===== config.mk =====
export PLATFORM = sky130hd
export DESIGN_NAME = irq_route_engine
export DESIGN_NICKNAME = d
export VERILOG_FILES = /design/src/rtl/irqdlv_pkg.sv /design/src/rtl/irq_pin_capture.sv /design/src/rtl/irq_msg_scanner.sv /design/src/rtl/irq_route_engine.sv
export SDC_FILE = /design/constraint.sdc
export NUM_CORES = 1
export LEC_CHECK = 0
export CAP_MARGIN = 5
export CORE_AREA = 5 5 636 638
export DETAILED_ROUTE_END_ITERATION = 6
export DIE_AREA = 0 0 641 643
export SYNTH_ARGS = -nofsm -noshare
export SYNTH_HDL_FRONTEND = slang
export SYNTH_SLANG_ARGS = --single-unit
export TNS_END_PERCENT = 100

===== constraint.sdc =====
create_clock -name clk -period 3.3 [get_ports clk]
set_input_delay 0.66 -clock clk [delete_from_list [all_inputs] [get_ports clk]]
set_output_delay 0.66 -clock clk [all_outputs]
set_load 0.01 [all_outputs]

===== src/rtl/irqdlv_pkg.sv =====
package irqdlv_pkg;
  localparam int ENTRY_W  = 64;
  localparam int VEC_LSB  = 0;
  localparam int DLV_LSB  = 8;
  localparam int DMODE_B  = 11;
  localparam int TRIG_B   = 15;
  localparam int MASK_B   = 16;
  localparam int DEST_LSB = 48;

  typedef struct packed {
    logic [15:0] dest;
    logic        mask;
    logic        level;
    logic        dmode;
    logic [2:0]  dlv;
    logic [7:0]  vec;
  } rte_t;

  function automatic logic [31:0] make_addr(rte_t e);
    return {12'hFEE, e.dest, 1'b0, e.dmode, 2'b00};
  endfunction

  function automatic logic [31:0] make_data(rte_t e);
    return {16'h0000, e.level, 4'h0, e.dlv, e.vec};
  endfunction
endpackage


===== src/rtl/irq_pin_capture.sv =====
module irq_pin_capture #(
  parameter int NUM_PINS  = 24,
  parameter int STEER_SRC = 0,
  parameter int STEER_DST = 2
) (
  input  logic                clk,
  input  logic                rst,
  input  logic [NUM_PINS-1:0] irq_in,
  input  logic [NUM_PINS-1:0] level_vec,
  input  logic [NUM_PINS-1:0] mask_vec,
  input  logic [NUM_PINS-1:0] clr_vec,
  output logic [NUM_PINS-1:0] pend_q,
  output logic                pend_chg
);
  logic [NUM_PINS-1:0] req, prev_q, pend_d;

  always_comb begin
    req = irq_in;
    req[STEER_SRC] = 1'b0;
    req[STEER_DST] = irq_in[STEER_DST] | irq_in[STEER_SRC];
  end

  for (genvar i = 0; i < NUM_PINS; i++) begin : g_pin
    always_comb begin
      if (level_vec[i]) pend_d[i] = req[i];
      else pend_d[i] = (pend_q[i] & ~clr_vec[i]) | (req[i] & ~prev_q[i] & ~mask_vec[i]);
    end

    // an edge pin only becomes pending while unmasked
    p_edge_masked_r4: assert property (@(posedge clk) disable iff (rst)
      (pend_q[i] && !$past(pend_q[i]) && !$past(level_vec[i])) |-> !$past(mask_vec[i]));
  end

  always_ff @(posedge clk) begin
    if (rst) begin
      prev_q   <= '0;
      pend_q   <= '0;
      pend_chg <= 1'b0;
    end else begin
      prev_q   <= req;
      pend_q   <= pend_d;
      pend_chg <= (pend_d != pend_q);
    end
  end

  // the scanner consumes at most one edge pin per cycle
  p_clr_onehot_r5: assert property (@(posedge clk) disable iff (rst) $onehot0(clr_vec));
endmodule


===== src/rtl/irq_msg_scanner.sv =====
module irq_msg_scanner
  import irqdlv_pkg::*;
#(
  parameter int NUM_PINS = 24,
  localparam int PTR_W = $clog2(NUM_PINS)
) (
  input  logic                clk,
  input  logic                rst,
  input  rte_t                cfg [NUM_PINS],
  input  logic [NUM_PINS-1:0] pend_q,
  input  logic                kick,
  input  logic                eoi_valid,
  input  logic [7:0]          eoi_vector,
  input  logic                msg_ready,
  output logic [NUM_PINS-1:0] clr_vec,
  output logic [NUM_PINS-1:0] rirr_q,
  output logic                msg_valid,
  output logic [31:0]         msg_addr,
  output logic [31:0]         msg_data
);
  localparam logic [PTR_W-1:0] LAST = PTR_W'(NUM_PINS - 1);

  logic [PTR_W-1:0]    ptr_q;
  logic                busy_q, again_q;
  logic [NUM_PINS-1:0] level_vec, rirr_clr, rirr_set;
  logic                adv, deliver, trig;
  rte_t                cur;

  for (genvar i = 0; i < NUM_PINS; i++) begin : g_lvl
    assign level_vec[i] = cfg[i].level;
    assign rirr_clr[i]  = ~cfg[i].level | (eoi_valid & (cfg[i].vec == eoi_vector));
  end

  assign cur     = cfg[ptr_q];
  assign adv     = !msg_valid || msg_ready;
  assign deliver = busy_q && adv && pend_q[ptr_q] && !cur.mask &&
                   (!cur.level || !rirr_q[ptr_q]);
  assign trig    = kick || |(rirr_q & rirr_clr & level_vec);

  always_comb begin
    clr_vec  = '0;
    rirr_set = '0;
    if (deliver) begin
      if (cur.level) rirr_set[ptr_q] = 1'b1;
      else clr_vec[ptr_q] = 1'b1;
    end
  end

  always_ff @(posedge clk) begin
    if (rst) begin
      ptr_q     <= '0;
      busy_q    <= 1'b0;
      again_q   <= 1'b0;
      rirr_q    <= '0;
      msg_valid <= 1'b0;
      msg_addr  <= '0;
      msg_data  <= '0;
    end else begin
      rirr_q <= (rirr_q & ~rirr_clr) | rirr_set;
      if (!busy_q) begin
        if (trig || again_q) begin
          busy_q  <= 1'b1;
          ptr_q   <= '0;
          again_q <= 1'b0;
        end
      end else if (adv) begin
        if (ptr_q == LAST) begin
          ptr_q   <= '0;
          busy_q  <= trig || again_q;
          again_q <= 1'b0;
        end else begin
          ptr_q <= ptr_q + 1'b1;
          if (trig) again_q <= 1'b1;
        end
      end else if (trig) begin
        again_q <= 1'b1;
      end
      if (deliver) begin
        msg_valid <= 1'b1;
        msg_addr  <= make_addr(cur);
        msg_data  <= make_data(cur);
      end else if (msg_ready) begin
        msg_valid <= 1'b0;
      end
    end
  end

  // a stalled message stays put
  p_hold_stable_r9: assert property (@(posedge clk) disable iff (rst)
    (msg_valid && !msg_ready) |=> (msg_valid && $stable(msg_addr) && $stable(msg_data)));
  // every offered address carries the fixed base
  p_addr_base_r7: assert property (@(posedge clk) disable iff (rst)
    msg_valid |-> (msg_addr[31:20] == 12'hFEE));
  // no in-service flag survives on a pin that was edge-configured
  p_rirr_edge_r10: assert property (@(posedge clk) disable iff (rst)
    (rirr_q & ~$past(level_vec)) == '0);
endmodule


===== src/rtl/irq_route_engine.sv =====
module irq_route_engine
  import irqdlv_pkg::*;
#(
  parameter int NUM_PINS  = 24,
  parameter int STEER_SRC = 0,
  parameter int STEER_DST = 2
) (
  input  logic                        clk,
  input  logic                        rst,
  input  logic [NUM_PINS-1:0]         irq_in,
  input  logic [NUM_PINS*ENTRY_W-1:0] redir_flat,
  input  logic                        redir_upd,
  input  logic                        eoi_valid,
  input  logic [7:0]                  eoi_vector,
  output logic                        msg_valid,
  input  logic                        msg_ready,
  output logic [31:0]                 msg_addr,
  output logic [31:0]                 msg_data,
  output logic [NUM_PINS-1:0]         remote_irr
);
  rte_t                cfg [NUM_PINS];
  logic [NUM_PINS-1:0] level_vec, mask_vec, clr_vec, pend_q;
  logic                pend_chg;

  for (genvar i = 0; i < NUM_PINS; i++) begin : g_dec
    logic [ENTRY_W-1:0] e;
    logic               unused_bits;
    assign e = redir_flat[i*ENTRY_W +: ENTRY_W];
    assign cfg[i].vec   = e[VEC_LSB +: 8];
    assign cfg[i].dlv   = e[DLV_LSB +: 3];
    assign cfg[i].dmode = e[DMODE_B];
    assign cfg[i].level = e[TRIG_B];
    assign cfg[i].mask  = e[MASK_B];
    assign cfg[i].dest  = e[DEST_LSB +: 16];
    assign level_vec[i] = e[TRIG_B];
    assign mask_vec[i]  = e[MASK_B];
    assign unused_bits  = ^{e[47:17], e[14:12]};
  end

  irq_pin_capture #(
    .NUM_PINS(NUM_PINS), .STEER_SRC(STEER_SRC), .STEER_DST(STEER_DST)
  ) u_cap (
    .clk(clk), .rst(rst), .irq_in(irq_in), .level_vec(level_vec),
    .mask_vec(mask_vec), .clr_vec(clr_vec), .pend_q(pend_q), .pend_chg(pend_chg)
  );

  irq_msg_scanner #(.NUM_PINS(NUM_PINS)) u_scan (
    .clk(clk), .rst(rst), .cfg(cfg), .pend_q(pend_q),
    .kick(pend_chg | redir_upd), .eoi_valid(eoi_valid), .eoi_vector(eoi_vector),
    .msg_ready(msg_ready), .clr_vec(clr_vec), .rirr_q(remote_irr),
    .msg_valid(msg_valid), .msg_addr(msg_addr), .msg_data(msg_data)
  );
endmodule


==> impl_results.md <==
- Outcome: complete, no violations
- Post-DP HPWL: 162000 um
- Arrival time at the worst endpoint: 3580 ps
- Starting density of the core: 0.0339
- Register area share after synthesis: 0.163
- Max Cap Viol: 0
- Pleak: 8.52 nW
- Row cnt: 232
- Die area: 412000 sq um
- Final hold violations: 0
- Startpoint Class: input port
- P&R area growth vs syn: 125%
- CORE AREA: 398000 sq um
- Worst path top cell family by delay: simple AND/OR/NAND/NOR gates
- Antenna Violating Nets Remaining: 0
- Grt ovf: 0
- Critical-path maximum fanout: 13
- Placed cell areas: 29700 sq um
- Peak VDD IR: 0.255 mV
- Synth Instances: 1351
- WL met3: 19800 um
- Max Used Layer: met5
- Die Y: 643 um
- CTS root buf: clkbuf_16
- Ys async rst share: 0
- Kind of critical path: input port to flip-flop
- Synthesized area: 13500 sq um
- Gr usage total: 0.0822
- CP startpoint: eoi_vector[2]
- Metal-1 WL: 72200 um
- Hold WC Path Type: flip-flop to flip-flop
- CTS max path bufs: 2
- Final setup viols: 0
- Worst r2r src: u_scan.ptr_q[3]
- Fmax: 308 MHz
- First-pass GRT wire length: 212000 um
- Most frequent cells in the layout: 814 x clkdlybuf4s50_1, 213 x buf_4, 187 x mux4_2
- Mean post-synth cell area: 9.99 sq um
- Clock transition at path regs: 140 ps
- Synth cell types: 69
- DR DRC count: 0
- Finished Core Util: 0.0764
- Largest net degree at the start of global routing: 61
- Worst Skew: 52.4 ps
- Most common cell after layout, fill and taps aside: clkdlybuf4s50_1
- CTS H-Tree Depth: 3
- Nature of the critical path endpoint: flip-flop
- Worst-skew pair later-pin latency: 480 ps
- Hold path startpoint: u_scan.msg_data[6]
- GP Congestion: 0.933
- Worst Max-Slew Pin Slew: 905 ps
- Initial antenna violation count: 177
- Required @ worst endpoint: 3630 ps
- # hold bufs at CTS: 0
- Fin Setup TNS: 0 ps
- Final WL: 179000 um
- Max Slew Vio Count: 0
- Critical path's largest stage delay: 600 ps
- Clock sink count: 110
- NumNets Final: 3881
- Final min period: 3250 ps
- Drt pass-1 iters: 6
- Layout cell share with drive strength beyond 1: 0.225
- Design Area, Final: 30400 sq um
- Critical path buffer and inverter count: 4
- Top_reg_cell synth: dfxtp_1
- # IOs: 1662
- WL met2: 80800 um
- Slowest CP cell: or4_4
- EDFF count, synth: 0
- Period utilisation layout: 0.985
- Yosys warns: 0
- Vias in the first global route: 16900
- CP cell instances: clkdlybuf4s50_1 > buf_12 > buf_4 > xor2_1 > nor4_1 > nand4_1 > buf_4 > nand4_1 > or4_4 > or4_4 > a311oi_2
- FILL cells: 46400
- DR WL/cell: 23.5 um
- Chip width: 641 um
- Num CTS Buffers: 9
- Power per Cell Area: 190 nW/um^2
- CTS tree: done
- DR vias/cell: 2.33
- Drt initial violations: 2157
- PortBufs: 820
- Slew margin rel.: 0.395
- Synth Register Bits: 110
- Vias post-DR: 17800
- RSZ-0062 raised after global routing: false
-- where the power goes --
part	leakage (nW)	total (mW)	internal, mW	switching [mW]
combinational	7.47	2.98	1.66	1.32
sequential	0.901	1.42	1.37	0.0492
clock	0.153	1.37	0.554	0.812
-- what timing repair did --
item	in CTS	in global routing
pin swaps	0	1
cloned	1	2
hold endpoints to repair	0	0
gates resized for setup	5	8
buffers inserted	8	22
endpoints found under the setup margin	5	5
-- cell usage after synthesis, drive strengths merged, types with 4 or more instances --
| cell type | n | area, sq um |
|---|---|---|
| xnor2 | 85 | 744 |
| ha | 4 | 50.1 |
| o31ai | 6 | 45.0 |
| o32ai | 6 | 52.6 |
| or4 | 4 | 33.8 |
| a22oi | 93 | 698 |
| nor2 | 42 | 158 |
| mux2i | 10 | 100 |
| nand2 | 76 | 285 |
| a311oi | 5 | 62.6 |
| clkbuf | 63 | 236 |
| a211oi | 5 | 37.5 |
| a211o | 6 | 52.6 |
| buf | 92 | 723 |
| a31o | 28 | 245 |
| inv | 15 | 56.3 |
| or3 | 8 | 50.1 |
| a221oi | 17 | 149 |
| nand3b | 5 | 37.5 |
| nor4 | 21 | 131 |
| and2 | 6 | 37.5 |
| nand4 | 47 | 294 |
| nand2b | 18 | 113 |
| mux4 | 187 | 4210 |
| dfxtp | 110 | 2200 |
| nor3 | 32 | 160 |
| and3 | 24 | 150 |
| nor2b | 27 | 169 |
| o22ai | 23 | 144 |
| nand4b | 6 | 52.6 |
| nor3b | 5 | 42.5 |
| nand3 | 32 | 160 |
| a311o | 4 | 40.0 |
| a31oi | 9 | 56.3 |
| xor2 | 114 | 998 |
| o21ai | 34 | 170 |
| a21oi | 47 | 235 |
-- worst paths after layout --
kind,endpoint,slack [ps],cells after the start
worst max-delay path,u_scan.ptr_q[1],50,11
worst max register to register,u_cap.pend_q[9],260,9
worst min-delay path,u_scan.msg_data[6],470,2
worst min register to register,u_scan.msg_data[6],470,2
-- layer usage --
metal | vias to the layer above | global-route usage
met3 | 320 | 0.0347
li1 | 7292 | -
met4 | 60 | 0.0223
met5 | - | 0
met1 | 8769 | 0.101
met2 | 1333 | 0.131
-- state kept, by name, indices dropped and copies added, names as in the netlist --
signal            flops
u_cap.pend_chg        1
u_cap.pend_q         24
u_cap.prev_q         23
u_scan.again_q        1
u_scan.busy_q         1
u_scan.msg_addr      18
u_scan.msg_data      12
u_scan.msg_valid      1
u_scan.ptr_q          5
u_scan.rirr_q        24
-- stage by stage --
stage	setup WS [ps]	power (mW)	std cells	hold slack (ps)
after floorplan	305	2.50	1375	435
after global placement	-567	4.37	7525	448
after detailed placement	-570	4.38	7525	449
after CTS	2.85	5.80	7550	465
after global routing	3.91	5.99	7600	485
final	48.8	5.76	7618	467
-- logic make-up after synthesis --
logic type | synth area share
compound gates | 0.163
xor+xnor | 0.129
fa+ha+maj | 0.00371
buf+inv | 0.0755
flops | 0.163
mux | 0.319
other cells | 0.000278
simple gates | 0.146
-- worst min-delay path: stages, from the launching register on --
cell	delay, ps
dfxtp_1	340
nand2_1	50
a21oi_1	50
-- area by class of cell --
cell class                 count  area [sq um]  area share
inverter                      16          60.1     0.00197
multi-input combinational   1094         10500       0.345
timing repair buffer        1073         10600       0.350
clock buffer                   9           225     0.00741
tap                         5265          6590       0.217
antenna                       44           110     0.00362
clock inverter                 7          91.3     0.00300
sequential                   110          2210      0.0727
No activity file was read; power rests on OpenSTA's default activity.
